`src/rtl/uart_cfg_pkg.sv`:
```
package uart_cfg_pkg;
  localparam int unsigned BYTE_W = 8;

  typedef struct packed {
    logic       sync_mode;
    logic [1:0] parity;
    logic       stop2;
    logic [1:0] size;
    logic       clk_pol;
  } fmt_t;

  typedef struct packed {
    logic rx_en;
    logic tx_en;
    logic size2;
  } ctl_t;

  localparam int unsigned FMT_W = $bits(fmt_t);
  localparam int unsigned CTL_W = $bits(ctl_t);

  localparam fmt_t FMT_RST = '{sync_mode: 1'b0, parity: 2'b00, stop2: 1'b0,
                               size: 2'b11, clk_pol: 1'b0};
  localparam ctl_t CTL_RST = '{rx_en: 1'b0, tx_en: 1'b0, size2: 1'b0};

  function automatic logic [3:0] size_to_bits(input logic s2, input logic [1:0] s);
    case ({s2, s})
      3'b000:  return 4'd5;
      3'b001:  return 4'd6;
      3'b010:  return 4'd7;
      3'b111:  return 4'd9;
      default: return 4'd8;  // 011 and reserved codes
    endcase
  endfunction
endpackage

```
`src/rtl/uart_fmt_reg.sv`:
```
module uart_fmt_reg
  import uart_cfg_pkg::*;
(
  input  logic             clk_i,
  input  logic             rst_ni,
  input  logic             wr_i,
  input  logic [FMT_W-1:0] wdata_i,
  output fmt_t             fmt_o
);
  fmt_t fmt_q;

  always_ff @(posedge clk_i or negedge rst_ni) begin
    if (!rst_ni)   fmt_q <= FMT_RST;
    else if (wr_i) fmt_q <= fmt_t'(wdata_i);
  end

  assign fmt_o = fmt_q;
endmodule

```
`src/rtl/uart_ctl_reg.sv`:
```
module uart_ctl_reg
  import uart_cfg_pkg::*;
(
  input  logic             clk_i,
  input  logic             rst_ni,
  input  logic             wr_i,
  input  logic [CTL_W-1:0] wdata_i,
  output ctl_t             ctl_o
);
  ctl_t ctl_q;

  always_ff @(posedge clk_i or negedge rst_ni) begin
    if (!rst_ni)   ctl_q <= CTL_RST;
    else if (wr_i) ctl_q <= ctl_t'(wdata_i);
  end

  assign ctl_o = ctl_q;
endmodule

```
`src/rtl/uart_div_reg.sv`:
```
module uart_div_reg
  import uart_cfg_pkg::*;
#(
  parameter int unsigned DIV_W = 12
) (
  input  logic              clk_i,
  input  logic              rst_ni,
  input  logic              hi_wr_i,
  input  logic              lo_wr_i,
  input  logic [BYTE_W-1:0] wdata_i,
  output logic [DIV_W-1:0]  div_o
);
  localparam int unsigned HI_W = DIV_W - BYTE_W;

  logic [HI_W-1:0]  hi_stage_q;
  logic [DIV_W-1:0] div_q;

  // upper part is staged; the active divisor only moves on a low-byte write
  always_ff @(posedge clk_i or negedge rst_ni) begin
    if (!rst_ni) begin
      hi_stage_q <= '0;
      div_q      <= '0;
    end else begin
      if (hi_wr_i) hi_stage_q <= wdata_i[HI_W-1:0];
      if (lo_wr_i) div_q      <= {hi_stage_q, wdata_i};
    end
  end

  assign div_o = div_q;
endmodule

```
`src/rtl/uart_fmt_decode.sv`:
```
module uart_fmt_decode
  import uart_cfg_pkg::*;
(
  input  fmt_t       fmt_i,
  input  logic       size2_i,
  output logic       sync_mode_o,
  output logic       parity_en_o,
  output logic       parity_odd_o,
  output logic       stop2_o,
  output logic [3:0] char_bits_o,
  output logic       clk_pol_o
);
  always_comb begin
    sync_mode_o  = fmt_i.sync_mode;
    stop2_o      = fmt_i.stop2;
    clk_pol_o    = fmt_i.clk_pol;
    // 01 is reserved: treated as parity off
    parity_en_o  = fmt_i.parity[1];
    parity_odd_o = fmt_i.parity[1] & fmt_i.parity[0];
    char_bits_o  = size_to_bits(size2_i, fmt_i.size);
  end
endmodule

```
`src/rtl/uart_cfg_regs.sv`:
```
module uart_cfg_regs
  import uart_cfg_pkg::*;
#(
  parameter int unsigned ADDR_W      = 4,
  parameter int unsigned DIV_W       = 12,
  parameter int unsigned ADDR_CTL    = 1,
  parameter int unsigned ADDR_DIV_LO = 2,
  parameter int unsigned ADDR_SHARED = 7
) (
  input  logic              clk_i,
  input  logic              rst_ni,
  input  logic [ADDR_W-1:0] addr_i,
  input  logic              we_i,
  input  logic [7:0]        wdata_i,
  output logic [7:0]        rdata_o,
  output logic              tx_en_o,
  output logic              rx_en_o,
  output logic              sync_mode_o,
  output logic              parity_en_o,
  output logic              parity_odd_o,
  output logic              stop2_o,
  output logic [3:0]        char_bits_o,
  output logic              clk_pol_o,
  output logic [DIV_W-1:0]  divisor_o
);
  localparam logic [ADDR_W-1:0] A_CTL = ADDR_W'(ADDR_CTL);
  localparam logic [ADDR_W-1:0] A_LO  = ADDR_W'(ADDR_DIV_LO);
  localparam logic [ADDR_W-1:0] A_SH  = ADDR_W'(ADDR_SHARED);
  localparam int unsigned       SEL_B = BYTE_W - 1;

  logic sel_ctl, sel_lo, sel_sh;
  logic fmt_wr, hi_wr, ctl_wr, lo_wr;
  fmt_t fmt;
  ctl_t ctl;

  assign sel_ctl = (addr_i == A_CTL);
  assign sel_lo  = (addr_i == A_LO);
  assign sel_sh  = (addr_i == A_SH);

  // bit 7 of a shared-address write steers it
  assign fmt_wr = we_i & sel_sh &  wdata_i[SEL_B];
  assign hi_wr  = we_i & sel_sh & ~wdata_i[SEL_B];
  assign ctl_wr = we_i & sel_ctl;
  assign lo_wr  = we_i & sel_lo;

  uart_fmt_reg u_fmt (
    .clk_i   (clk_i),
    .rst_ni  (rst_ni),
    .wr_i    (fmt_wr),
    .wdata_i (wdata_i[FMT_W-1:0]),
    .fmt_o   (fmt)
  );

  uart_ctl_reg u_ctl (
    .clk_i   (clk_i),
    .rst_ni  (rst_ni),
    .wr_i    (ctl_wr),
    .wdata_i (wdata_i[CTL_W-1:0]),
    .ctl_o   (ctl)
  );

  uart_div_reg #(.DIV_W(DIV_W)) u_div (
    .clk_i   (clk_i),
    .rst_ni  (rst_ni),
    .hi_wr_i (hi_wr),
    .lo_wr_i (lo_wr),
    .wdata_i (wdata_i),
    .div_o   (divisor_o)
  );

  uart_fmt_decode u_dec (
    .fmt_i        (fmt),
    .size2_i      (ctl.size2),
    .sync_mode_o  (sync_mode_o),
    .parity_en_o  (parity_en_o),
    .parity_odd_o (parity_odd_o),
    .stop2_o      (stop2_o),
    .char_bits_o  (char_bits_o),
    .clk_pol_o    (clk_pol_o)
  );

  assign tx_en_o = ctl.tx_en;
  assign rx_en_o = ctl.rx_en;

  always_comb begin
    rdata_o = '0;
    if (sel_sh)       rdata_o = {1'b1, fmt};
    else if (sel_ctl) rdata_o = {{(BYTE_W-CTL_W){1'b0}}, ctl};
    else if (sel_lo)  rdata_o = divisor_o[BYTE_W-1:0];
  end
endmodule

```
`config.mk`:
```
export PLATFORM = sky130hd
export DESIGN_NAME = uart_cfg_regs
export DESIGN_NICKNAME = d
export VERILOG_FILES = /design/src/rtl/uart_cfg_pkg.sv /design/src/rtl/uart_fmt_reg.sv /design/src/rtl/uart_ctl_reg.sv /design/src/rtl/uart_div_reg.sv /design/src/rtl/uart_fmt_decode.sv /design/src/rtl/uart_cfg_regs.sv
export SDC_FILE = /design/constraint.sdc
export NUM_CORES = 1
export LEC_CHECK = 0
export BUFFER_PORTS_ARGS = -buffer_cell sky130_fd_sc_hd__buf_2
export CORE_UTILIZATION = 41
export DETAILED_ROUTE_END_ITERATION = 8
export PLACE_DENSITY_LB_ADDON = 0.05
export SETUP_SLACK_MARGIN = 0.2
export SYNTH_ARGS = -nofsm -noshare
export SYNTH_HDL_FRONTEND = slang
export SYNTH_SLANG_ARGS = --single-unit
```
`constraint.sdc`:
```
create_clock -name clk_i -period 1.2 [get_ports clk_i]
set_input_delay 0.24 -clock clk_i [delete_from_list [all_inputs] [get_ports clk_i]]
set_output_delay 0.24 -clock clk_i [all_outputs]
set_load 0.02 [all_outputs]
```
Word level (Yosys, flattened, before mapping):

Cells that the tools add are included.

* flip-flop bits (word level): 26
* logic and storage cells: 28
* bits of input ports: 15
* output and inout port bits: 31

* mux-type cells: 4
* equal/unequal tests: 6
* bitwise gates (word level): 7
* reduce and logical (&&, ||, !) cells: 1

Operator list (count)
* $mux W8: 3
* $pmux W4 S4: 1
* $and A1 B1 Y1: 6
* $eq A4 B1 Y1 const B: 1
* $eq A4 B2 Y1 const B: 1
* $eq A4 B3 Y1 const B: 1
* $eq A3 B1 Y1 const B: 1
* $eq A3 B2 Y1 const B: 1
* $eq A3 B3 Y1 const B: 1
* $logic_not A3 Y1: 1
* $not A1 Y1: 1

Longest topological paths before layout:

Gate-level depths: netlist of the first run.

* depth after elaboration: 4
* gate-level depth with buffers: 5
* depth with buffers taken out: 3

Modules after synthesis:

From an unflattened synthesis of the first run, not the netlist that was laid out.

* cells, all modules: 85
* area, all modules: 1275.0 um2

Modules (own cells, without submodules)
* uart_div_reg: times used 1, sequential area each 400.4 um2, area an instance 629.4 um2, cells each 33
* uart_fmt_reg: times used 1, sequential area each 177.7 um2, area an instance 294.0 um2, cells each 15
* uart_cfg_regs: times used 1, sequential area each 0.0 um2, area an instance 171.4 um2, cells each 20
* uart_ctl_reg: times used 1, sequential area each 75.1 um2, area an instance 108.9 um2, cells each 6
* uart_fmt_decode: times used 1, sequential area each 0.0 um2, area an instance 71.3 um2, cells each 11

Worst setup path before layout of the first run:

No wires, ideal clock.

* path kind: in2out
* start point: in addr_i[0]
* end point: out rdata_o[0]
* data required time: 960 ps
* buffers on the path: 0
* arrival: 1109 ps
* path slack: -149 ps
* stages on the path: 3
* cells stage by stage: nor4b_2 a22oi_1 nand2_1

* cells in the longest elaborated chain, start to end: 4
* elaborated cells between the ends (all ways): 6
* classes of those cells: 3 x eq/ne; 3 x mux

Ends and longest elaborated chain
* start: declaration: RTL line uart_cfg_regs.sv:12 `input logic [ADDR_W-1:0] addr_i,`
* $eq A4 B2 Y1: RTL line uart_cfg_regs.sv:37 `assign sel_lo = (addr_i == A_LO);`
* $mux W8: RTL line uart_cfg_regs.sv:89 `else if (sel_lo) rdata_o = divisor_o[BYTE_W-1:0];`
* $mux W8: RTL line uart_cfg_regs.sv:88 `else if (sel_ctl) rdata_o = {{(BYTE_W-CTL_W){1'b0}}, ctl};`
* $mux W8 *: RTL line uart_cfg_regs.sv:87 `if (sel_sh) rdata_o = {1'b1, fmt};`
* end: declaration: RTL line uart_cfg_regs.sv:15 `output logic [7:0] rdata_o,`

Every way passes the cells marked *; elsewhere a longest branch is shown, timed or not.

Worst setup path in the final report of the first run:

* start point: reg u_fmt.fmt_q, in the netlist u_fmt.fmt_o[1]
* end point: out char_bits_o[1]

* cells in the longest elaborated chain, start to end: 2
* elaborated cells between the ends (all ways): 5
* classes of those cells: 3 x eq/ne; 1 x mux; 1 x reduce/logical

Ends and longest elaborated chain
* start: declaration: RTL line uart_fmt_reg.sv:10 `fmt_t fmt_q;`
* start signal: assignment: RTL line uart_fmt_reg.sv:14 `else if (wr_i) fmt_q <= fmt_t'(wdata_i);`
* $eq A3 B3 Y1, or another cell as far along: RTL line uart_cfg_pkg.sv:26 `case ({s2, s})`
* $pmux W4 S4 *: RTL line uart_cfg_pkg.sv:26
* end: declaration: RTL line uart_cfg_regs.sv:22 `output logic [3:0] char_bits_o,`

Marked as above.

==> run metrics, run 1 <==
Finished Layout Cells 192; DP Cell Count 168; slew margin rel. 61.7%; drt total wl 3100 um; Pleak 1.04 nW; Setup crit end kind output pin; global-route wire length before repair 5180 um; CTS tree built; Via Count 968; share of cells above drive strength 1 81.4%; post-route ant nets 0; later-pin clock latency in the skew report 0.33 ns; root buf cell clkbuf_4; gr ovfl total 0; largest net degree at the start of global routing 27; Final nets 177; fin. max-slew vios 0; Final Skew 0.000294 ns; clk slew on worst S/H paths 0.15 ns; count of final hold-check violations 0; register area share after synthesis 54.0%; HP Class in -> reg; Max VDD drop 1.27 mV; failing checks negative setup slack; fin crit period 1.56 ns; Syn Inst Count 84; worst slew pin tran 0.575 ns; core area 2780 um2; Iteration-0 DRC Markers 19; Critical Path RT 0.96 ns; CTS buffer count 3; ANT cells 0; IO Count 46; period utilization 130%; placer congestion estimate 0.764; crit start category flip-flop; fmax 642 MHz; P&R area growth vs syn 73.9%; Avg Inst Size Synth 14.4 um2; Final WS setup -0.358 ns; Power Dens Cells 1550 nW/um2; Post-route DRC 0; # setup viols final 20; Max-Cap Viols 0; Longest Clk Path Bufs 2; vias in the first global route 1028; Synth Net Count 99; Filler cells 174; CTS HTree Levels 1; Site Rows 19; CP arrival 1.32 ns; Mapped Area 1210 um2; Ys Warns 0; status finished with violations; CTS Sinks 26; setup TNS -3.73 ns; gr usage total 21.5%; critical path class reg -> out; Port Buffers 45; Crit Path Max Fanout 6; Vias/cell 5.04; synthesis-stage register bit count 26; Die Wd 56.3 um; Die ar. 3170 um2; Post-DP HPWL 1980 um; Pre-antenna DRT Iters 2; Cell variety after synth 23; Die Ht 56.3 um; WL/cell 16.2 um; initial antenna violation count 0; Starting Density 43.5%; RSZ-0062 raised after global routing yes
-- cell usage in the layout (no fill, tap or decap), drive strengths merged, types with 2 or more instances in the layout --
cell type	netlist	layout
a21o	2	2
nand4b	2	2
buf	3	75
nor2	2	2
a22oi	3	3
nor4b	2	2
a22o	4	4
dfrtp	24	24
mux2	26	26
clkbuf	0	3
nand2	6	6
dfstp	2	2
-- area by class of cell --
type                       count  area (um2)  area share (%)
clock buffer                   3        22.5            1.07
clock inverter                 1        30.0            1.43
tap                           31        38.8            1.85
timing repair buffer          76         723            34.4
inverter                       1        6.26           0.298
multi-input combinational     54         626            29.8
sequential                    26         656            31.2
-- stage by stage --
stage | total power, mW | utilization (%) | hold slack (ns) | setup slack (ns) | instance area (um2)
floorplan | 1.79 | - | -0.0556 | -0.111 | 1280
global placement | 2.09 | 57.4 | 0.274 | -0.284 | 1600
detailed placement | 2.11 | 57.4 | 0.270 | -0.315 | 1600
CTS | 3.15 | 72.2 | 0.129 | -0.381 | 2010
global route | 3.41 | 75.6 | 0.131 | -0.410 | 2100
finish | 3.27 | 75.6 | 0.141 | -0.358 | 2100
-- worst max-delay path: stages (launching register included) --
cell     delay, ns
dfstp_2       0.66
xnor2_2       0.15
nor2_4        0.04
buf_6         0.12
-- final timing paths --
path | start | end | slack [ns] | cells after the start
setup / recovery | u_fmt.fmt_o[1]$_DFFE_PN1P_ | char_bits_o[1] | -0.36 | 3
hold / removal | wdata_i[6] | u_fmt.fmt_o[6]$_DFFE_PN0P_ | 0.14 | 2
setup reg to reg | u_fmt.fmt_o[6]$_DFFE_PN0P_ | u_fmt.fmt_o[6]$_DFFE_PN0P_ | -0.01 | 5
hold reg to reg | u_div.hi_stage_q[2]$_DFFE_PN0P_ | u_div.hi_stage_q[2]$_DFFE_PN0P_ | 0.54 | 1
max in group asynchronous | rst_ni | u_ctl.ctl_o[0]$_DFFE_PN0P_ | 0.38 | 2
min in group asynchronous | rst_ni | u_div.div_o[7]$_DFFE_PN0P_ | 0.41 | 2
-- flip-flops by register name, indices dropped and copies added, names as in the netlist --
name	count
u_ctl.ctl_o	3
u_div.div_o	12
u_div.hi_stage_q	4
u_fmt.fmt_o	7
-- kinds of logic after synthesis --
family	Yosys count	synth area share (%)
compound gates	10	6.94
xor+xnor	1	0.725
buf+inv	4	2.59
flops	26	54.0
mux	26	26.4
simple gates	17	9.32
-- per-layer routing --
| metal | vias up | wire length (um) | part of all wire (%) | GRT usage [%] |
|---|---|---|---|---|
| met4 | 0 | 54 | 1.7 | 9.41 |
| met1 | 474 | 1310 | 42 | 25.3 |
| li1 | 459 | - | - | - |
| met3 | 5 | 77 | 2.5 | 2.07 |
| met2 | 30 | 1660 | 53 | 39.6 |
| met5 | - | 0 | 0 | 0 |
-- synthesized netlist by cell type --
cell type	count	area, um2
dfrtp_1	24	601
mux2_2	19	214
mux2_4	7	105
nand2_1	6	22.5
a22o_2	4	40.0
a22oi_1	3	22.5
buf_6	2	22.5
dfstp_2	2	52.6
nand4b_1	2	17.5
nor2_1	2	7.51
a21o_1	1	7.51
a21o_2	1	8.76
and2_1	1	6.26
and3_4	1	11.3
and3b_1	1	8.76
and4b_1	1	10.0
buf_2	1	5.00
inv_1	1	3.75
nand3_1	1	5.00
nor4b_1	1	8.76
nor4b_2	1	15.0
o21ai_0	1	5.00
xnor2_1	1	8.76
-- where the power goes --
group	switching, mW	internal (mW)	total [mW]
logic	0.540	0.834	1.37
clock network	0.285	0.338	0.623
registers	0.195	1.07	1.27
total	1.02	2.25	3.27
-- what timing repair did --
| action | CTS | global route |
|---|---|---|
| hold buffers | 1 | 0 |
| setup endpoints to repair | 42 | 42 |
| pin swaps | 5 | 2 |
| cloned | 0 | 0 |
| resized for setup | 80 | 11 |
| hold endpoints to repair | 24 | 0 |
| buffers inserted | 12 | 7 |
Note: power is estimated with default switching activity, not from simulation.
==> run 2: changes to the inputs <==
--- a/config.mk
+++ b/config.mk
@@ -6,7 +6,7 @@
 export NUM_CORES = 1
 export LEC_CHECK = 0
 export BUFFER_PORTS_ARGS = -buffer_cell sky130_fd_sc_hd__buf_2
-export CORE_UTILIZATION = 41
+export CORE_UTILIZATION = 43
 export DETAILED_ROUTE_END_ITERATION = 8
 export PLACE_DENSITY_LB_ADDON = 0.05
 export SETUP_SLACK_MARGIN = 0.2
==> run 2 against run 1 <==
  * The flow still finishes with violations (negative setup slack)
  * Cell count decreased by 3.1%
  * Clock-buffer cell count is the same
  * Critical path depth stayed put
  * Worst hold slack about the same
  * Critical path type unchanged
  * Critical endpoint unchanged
==> run metrics, run 2 (synthesized netlist as in run 1, its figures left out) <==
status finished with violations; failing checks negative setup slack; P&R area growth vs syn 72.5%; worst slew pin tran 0.576 ns; post-route ant nets 0; worst r2r dst u_fmt.fmt_o[3]$_DFFE_PN0P_; Final nets 172; CP arrival 1.32 ns; met1 Use GR 26.9%; Pleak 1.03 nW; drt total wl 3210 um; slew margin rel. 61.6%; Starting Density 47.1%; Net Switching 1.01 mW; core area 2570 um2; Max VDD drop 1.56 mV; DP Cell Count 162; Max-Cap Viols 0; root buf cell clkbuf_4; gr usage total 21.8%; Critical Path Max Stage Delay 0.66 ns; # setup viols final 19; Site Rows 18; Die Wd 55.0 um; Post-DP HPWL 1890 um; global-route wire length before repair 4510 um; max reg flops 12; HP Class in -> reg; crit start category flip-flop; Seq pwr share 39.7%; ANT cells 0; Die ar. 3030 um2; IO Count 46; FF-to-FF setup slack 0.08 ns; cell count of the worst reg-to-reg path 4; Cell Int Power 2.21 mW; Finished Layout Cells 186; RSZ-0062 raised after global routing yes; met2 Resource Use GR 37.3%; hold endpoint u_fmt.fmt_o[5]$_DFFE_PN0P_; Via Count 976; clock network fraction of total power 18.9%; Worst Setup SP u_fmt.fmt_o[2]$_DFFE_PN1P_; initial antenna violation count 0; Iteration-0 DRC Markers 8; Final WS setup -0.361 ns; CP max-delay cell dfstp_2; Longest Clk Path Bufs 2; combinational share of power 41.5%; commonest non-fill, non-tap cell in the layout buf_6; WL/cell 17.3 um; gr ovfl total 0; share of cells above drive strength 1 79.5%; Power Dens Cells 1550 nW/um2; CTS Sinks 26; count of final hold-check violations 0; Port Buffers 45; Vias/cell 5.25; most frequent cells in the layout buf_6, dfrtp_1, mux2_2; Setup crit end kind output pin; CTS tree built; Final Skew 0.0000927 ns; later-pin clock latency in the skew report 0.33 ns; Post-route DRC 0; sw frac 31.4%; critical path class reg -> out; clk slew on worst S/H paths 0.14 ns; worst slack, placed -0.302 ns; largest net degree at the start of global routing 27; Die Ht 55.0 um; Hold Path Depth 2; Pre-antenna DRT Iters 4; critical path, cell by cell xnor2_2 > nor2_4 > buf_6; placer congestion estimate 0.829; Crit Path Max Fanout 5; CTS HTree Levels 1; fin crit period 1.56 ns; period utilization 130%; fmax 641 MHz; reg2reg start u_fmt.fmt_o[3]$_DFFE_PN0P_; vias in the first global route 946; fin. max-slew vios 0; GRT Max-Usage Layer met2; CTS buffer count 3; Critical Path RT 0.96 ns; hold_sp wdata_i[5]; M3 GR Usage 6.01%
## run 2: changes by cell type in the layout (fill, tap and decap cells not counted), moves of 2 or more
| cell | delta |
|---|---|
| buf_6 | -2 |
| a22o_4 | +2 |
| buf_4 | -3 |
| a22o_2 | -2 |
## run 2: critical path: cells and delay by family (launching register included)
family | cells | cell delay [ns]
DFF | 1 | 0.66
xor gates and xnor gates | 1 | 0.16
buffers and inverters | 1 | 0.12
and+or+nand+nor | 1 | 0.04
## run 2: area by class of cell
class / instances / area, um2
Timing Repair Buffer: 71 / 693
Sequential cell: 26 / 654
Multi-Input combinational cell: 54 / 641
Fill cell: 134 / 483
Tap cell: 30 / 37.5
Clock inverter: 1 / 30.0
Clock buffer: 3 / 22.5
Inverter: 1 / 6.26
## run 2: power groups by stage
stage | registers [mW] | clock network [mW] | logic (mW)
detailed placement | 1.25 | 0 | 0.842
CTS | 1.27 | 0.607 | 1.21
finish | 1.28 | 0.608 | 1.34
global route | 1.31 | 0.653 | 1.42
floorplan | 1.39 | 0 | 0.397
global placement | 1.24 | 0 | 0.828
## run 2: how the worst max path moves through the flow
stage	to	depth (start not counted)	slack, ns
after floorplan	u_fmt.fmt_o[0]$_DFFE_PN0P_	5	-0.11
after detailed placement	u_div.hi_stage_q[0]$_DFFE_PN0P_	4	-0.30
after CTS	char_bits_o[1]	3	-0.34
final	char_bits_o[1]	3	-0.36
after global routing	char_bits_o[1]	3	-0.40
after global placement	u_div.hi_stage_q[0]$_DFFE_PN0P_	4	-0.27
## run 2: metal layers
| layer | part of all wire [%] | vias to the layer above | wire, um |
|---|---|---|---|
| met5 | 0 | - | 0 |
| met4 | 1.9 | 0 | 61 |
| met3 | 4.0 | 6 | 129 |
| met2 | 55 | 32 | 1780 |
| met1 | 39 | 488 | 1240 |
| li1 | - | 450 | - |
## run 2: through the flow
step / utilization, % / cell area, um2 / total power [mW] / hold slack [ns] / TNS, ns
2_1_floorplan: - / 1280 / 1.79 / -0.0556 / -0.984
3_3_place_gp: 61.1 / 1570 / 2.07 / 0.267 / -5.77
3_5_place_dp: 61.1 / 1570 / 2.09 / 0.268 / -6.30
4_1_cts: 77.4 / 1990 / 3.08 / 0.148 / -3.10
5_1_grt: 81.2 / 2080 / 3.38 / 0.131 / -4.49
6_report: 81.2 / 2080 / 3.23 / 0.141 / -3.71
## run 2: what timing repair did
| action | 4_1_cts | 5_1_grt |
|---|---|---|
| endpoints found under the setup margin | 42 | 42 |
| hold buffers | 1 | 0 |
| setup buffers | 11 | 8 |
| gates resized for setup | 82 | 9 |
| endpoints found under the hold margin | 24 | 0 |
| pin swaps | 10 | 4 |
==> run 3: changes to the inputs <==
==> constraint.sdc (replaced) <==
create_clock -name clk_i -period 1.2 [get_ports clk_i]
set_input_delay 0.12 -clock clk_i [delete_from_list [all_inputs] [get_ports clk_i]]
set_output_delay 0.12 -clock clk_i [all_outputs]
set_load 0.05 [all_outputs]
==> run 3 against run 2 <==
  * The run still ends with negative setup slack left
  * Sequential cell count did not move
  * Via count fell by 0.72%
  * Worst hold slack got worse by 0.11 ns
  * Global-route usage rose by 1.1 points
  * Total power rose by 18%
  * Critical path type unchanged
  * Sequential power barely moved
  * Clock power fell by 1%
==> run metrics, run 3 (synthesized netlist as in run 1, its figures left out) <==
Port Buffers 45; WL/cell 17.8 um; Starting Density 47.1%; Final Skew 0.0159 ns; worst slew pin tran 0.585 ns; critical path class reg -> out; post-route cell area 2090 um2; Critical Path RT 1.08 ns; Die Wd 55.0 um; share of cells above drive strength 1 87.0%; hold endpoint u_div.div_o[4]$_DFFE_PN0P_; gr usage total 22.9%; initial antenna violation count 0; post-route ant nets 0; clk slew on worst S/H paths 0.15 ns; register area 667 um2; Post-route DRC 0; Iteration-0 DRC Markers 10; slew margin rel. 61.0%; fmax 691 MHz; cell count of the worst reg-to-reg path 4; root buf cell clkbuf_4; drt total wl 3280 um; Site Rows 18; ANT cells 0; FF-to-FF setup slack 0.06 ns; crit-path leading delay family flip-flops; period utilization 121%; fin crit period 1.45 ns; Post-DP HPWL 1990 um; CTS tree built; Critical path buffers and inverters 2; IO Count 46; global-route wire length before repair 4640 um; most frequent cells in the layout buf_6, mux2_2, buf_8; Hold Path Depth 2; Placed Instance Area 1590 um2; failing checks negative setup slack; CTS HTree Levels 1; CP arrival 1.33 ns; Multi-input gate area 628 um2; Worst Setup SP u_fmt.fmt_o[1]$_DFFE_PN1P_; crit start category flip-flop; Final nets 170; Filler cells 136; Pleak 0.992 nW; Final WS setup -0.248 ns; Setup crit end kind output pin; Pre-antenna DRT Iters 4; Max-Cap Viols 0; critical path, cell by cell a21o_4 > clkinvlp_4 > buf_6; worst r2r dst u_fmt.fmt_o[5]$_DFFE_PN0P_; CTS Sinks 26; commonest non-fill, non-tap cell in the layout buf_6; core area 2570 um2; Critical Path Max Stage Delay 0.64 ns; Die Ht 55.0 um; later-pin clock latency in the skew report 0.33 ns; # setup viols final 14; gr ovfl total 0; largest net degree at the start of global routing 27; Crit Path Max Fanout 6; fin. max-slew vios 0; vias in the first global route 916; CTS buffer count 3; Power Dens Cells 1820 nW/um2; Max VDD drop 1.36 mV; Via Count 969; RSZ-0062 raised after global routing yes; Longest Clk Path Bufs 2; max reg flops 12; status finished with violations; P&R area growth vs syn 73.1%; Vias/cell 5.27; count of final hold-check violations 0; CP max-delay cell dfstp_2; hold_sp wdata_i[4]; reg2reg start u_fmt.fmt_o[5]$_DFFE_PN0P_; HP Class in -> reg; placer congestion estimate 0.768; Die ar. 3030 um2; Final Util 81.5%
run 3: cell count changes in the layout (fill, tap and decap cells not counted), sizes merged:
cell	delta
inv	-1
buf	-2
clkinvlp	+1
run 3: per-layer routing:
metal,share of wire [%],track usage (%)
met5,0,0
met4,0.46,3.75
met3,3.6,4.10
met2,54,40.2
met1,42,29.8
run 3: report_power, final:
group	switching, mW	leakage [nW]	internal, mW
logic	1.02	0.653	0.899
clock network	0.264	0.0279	0.338
registers	0.193	0.312	1.09
total	1.47	0.992	2.32
run 3: cell type report:
| class | instances | area share, % |
|---|---|---|
| Clock buffer | 3 | 1.08 |
| Multi-Input combinational cell | 54 | 30.0 |
| Inverter | 1 | 0.359 |
| Tap cell | 30 | 1.79 |
| Sequential cell | 26 | 31.9 |
| Timing Repair Buffer | 69 | 33.4 |
| Clock inverter | 1 | 1.44 |
run 3: timing repair:
| action | in CTS | in global routing |
|---|---|---|
| setup endpoints to repair | 31 | 39 |
| pin swaps | 4 | 4 |
| hold endpoints to repair | 24 | 0 |
| buffers inserted | 13 | 3 |
| hold buffers | 1 | 0 |
| gates resized for setup | 87 | 9 |
run 3: worst max path at each step:
stage,cells past startpoint,endpoint
after global placement,4,u_div.hi_stage_q[0]$_DFFE_PN0P_
after CTS,3,char_bits_o[2]
after detailed placement,4,u_div.hi_stage_q[0]$_DFFE_PN0P_
after global routing,3,char_bits_o[2]
final,3,char_bits_o[2]
after floorplan,5,u_fmt.fmt_o[0]$_DFFE_PN0P_
run 3: per-stage QoR:
step           setup TNS (ns)  instances  hold WS (ns)  total power, mW  setup WS [ns]
6_report                -1.81        184        0.0305             3.80         -0.248
5_1_grt                 -2.56        184        0.0117             3.94         -0.310
4_1_cts                 -1.76        181        0.0232             3.70         -0.264
3_5_place_dp            -1.80        163         0.151             2.55         -0.141
3_3_place_gp            -1.47        163         0.148             2.52         -0.108
2_1_floorplan               0         84        -0.176             2.24        0.00882
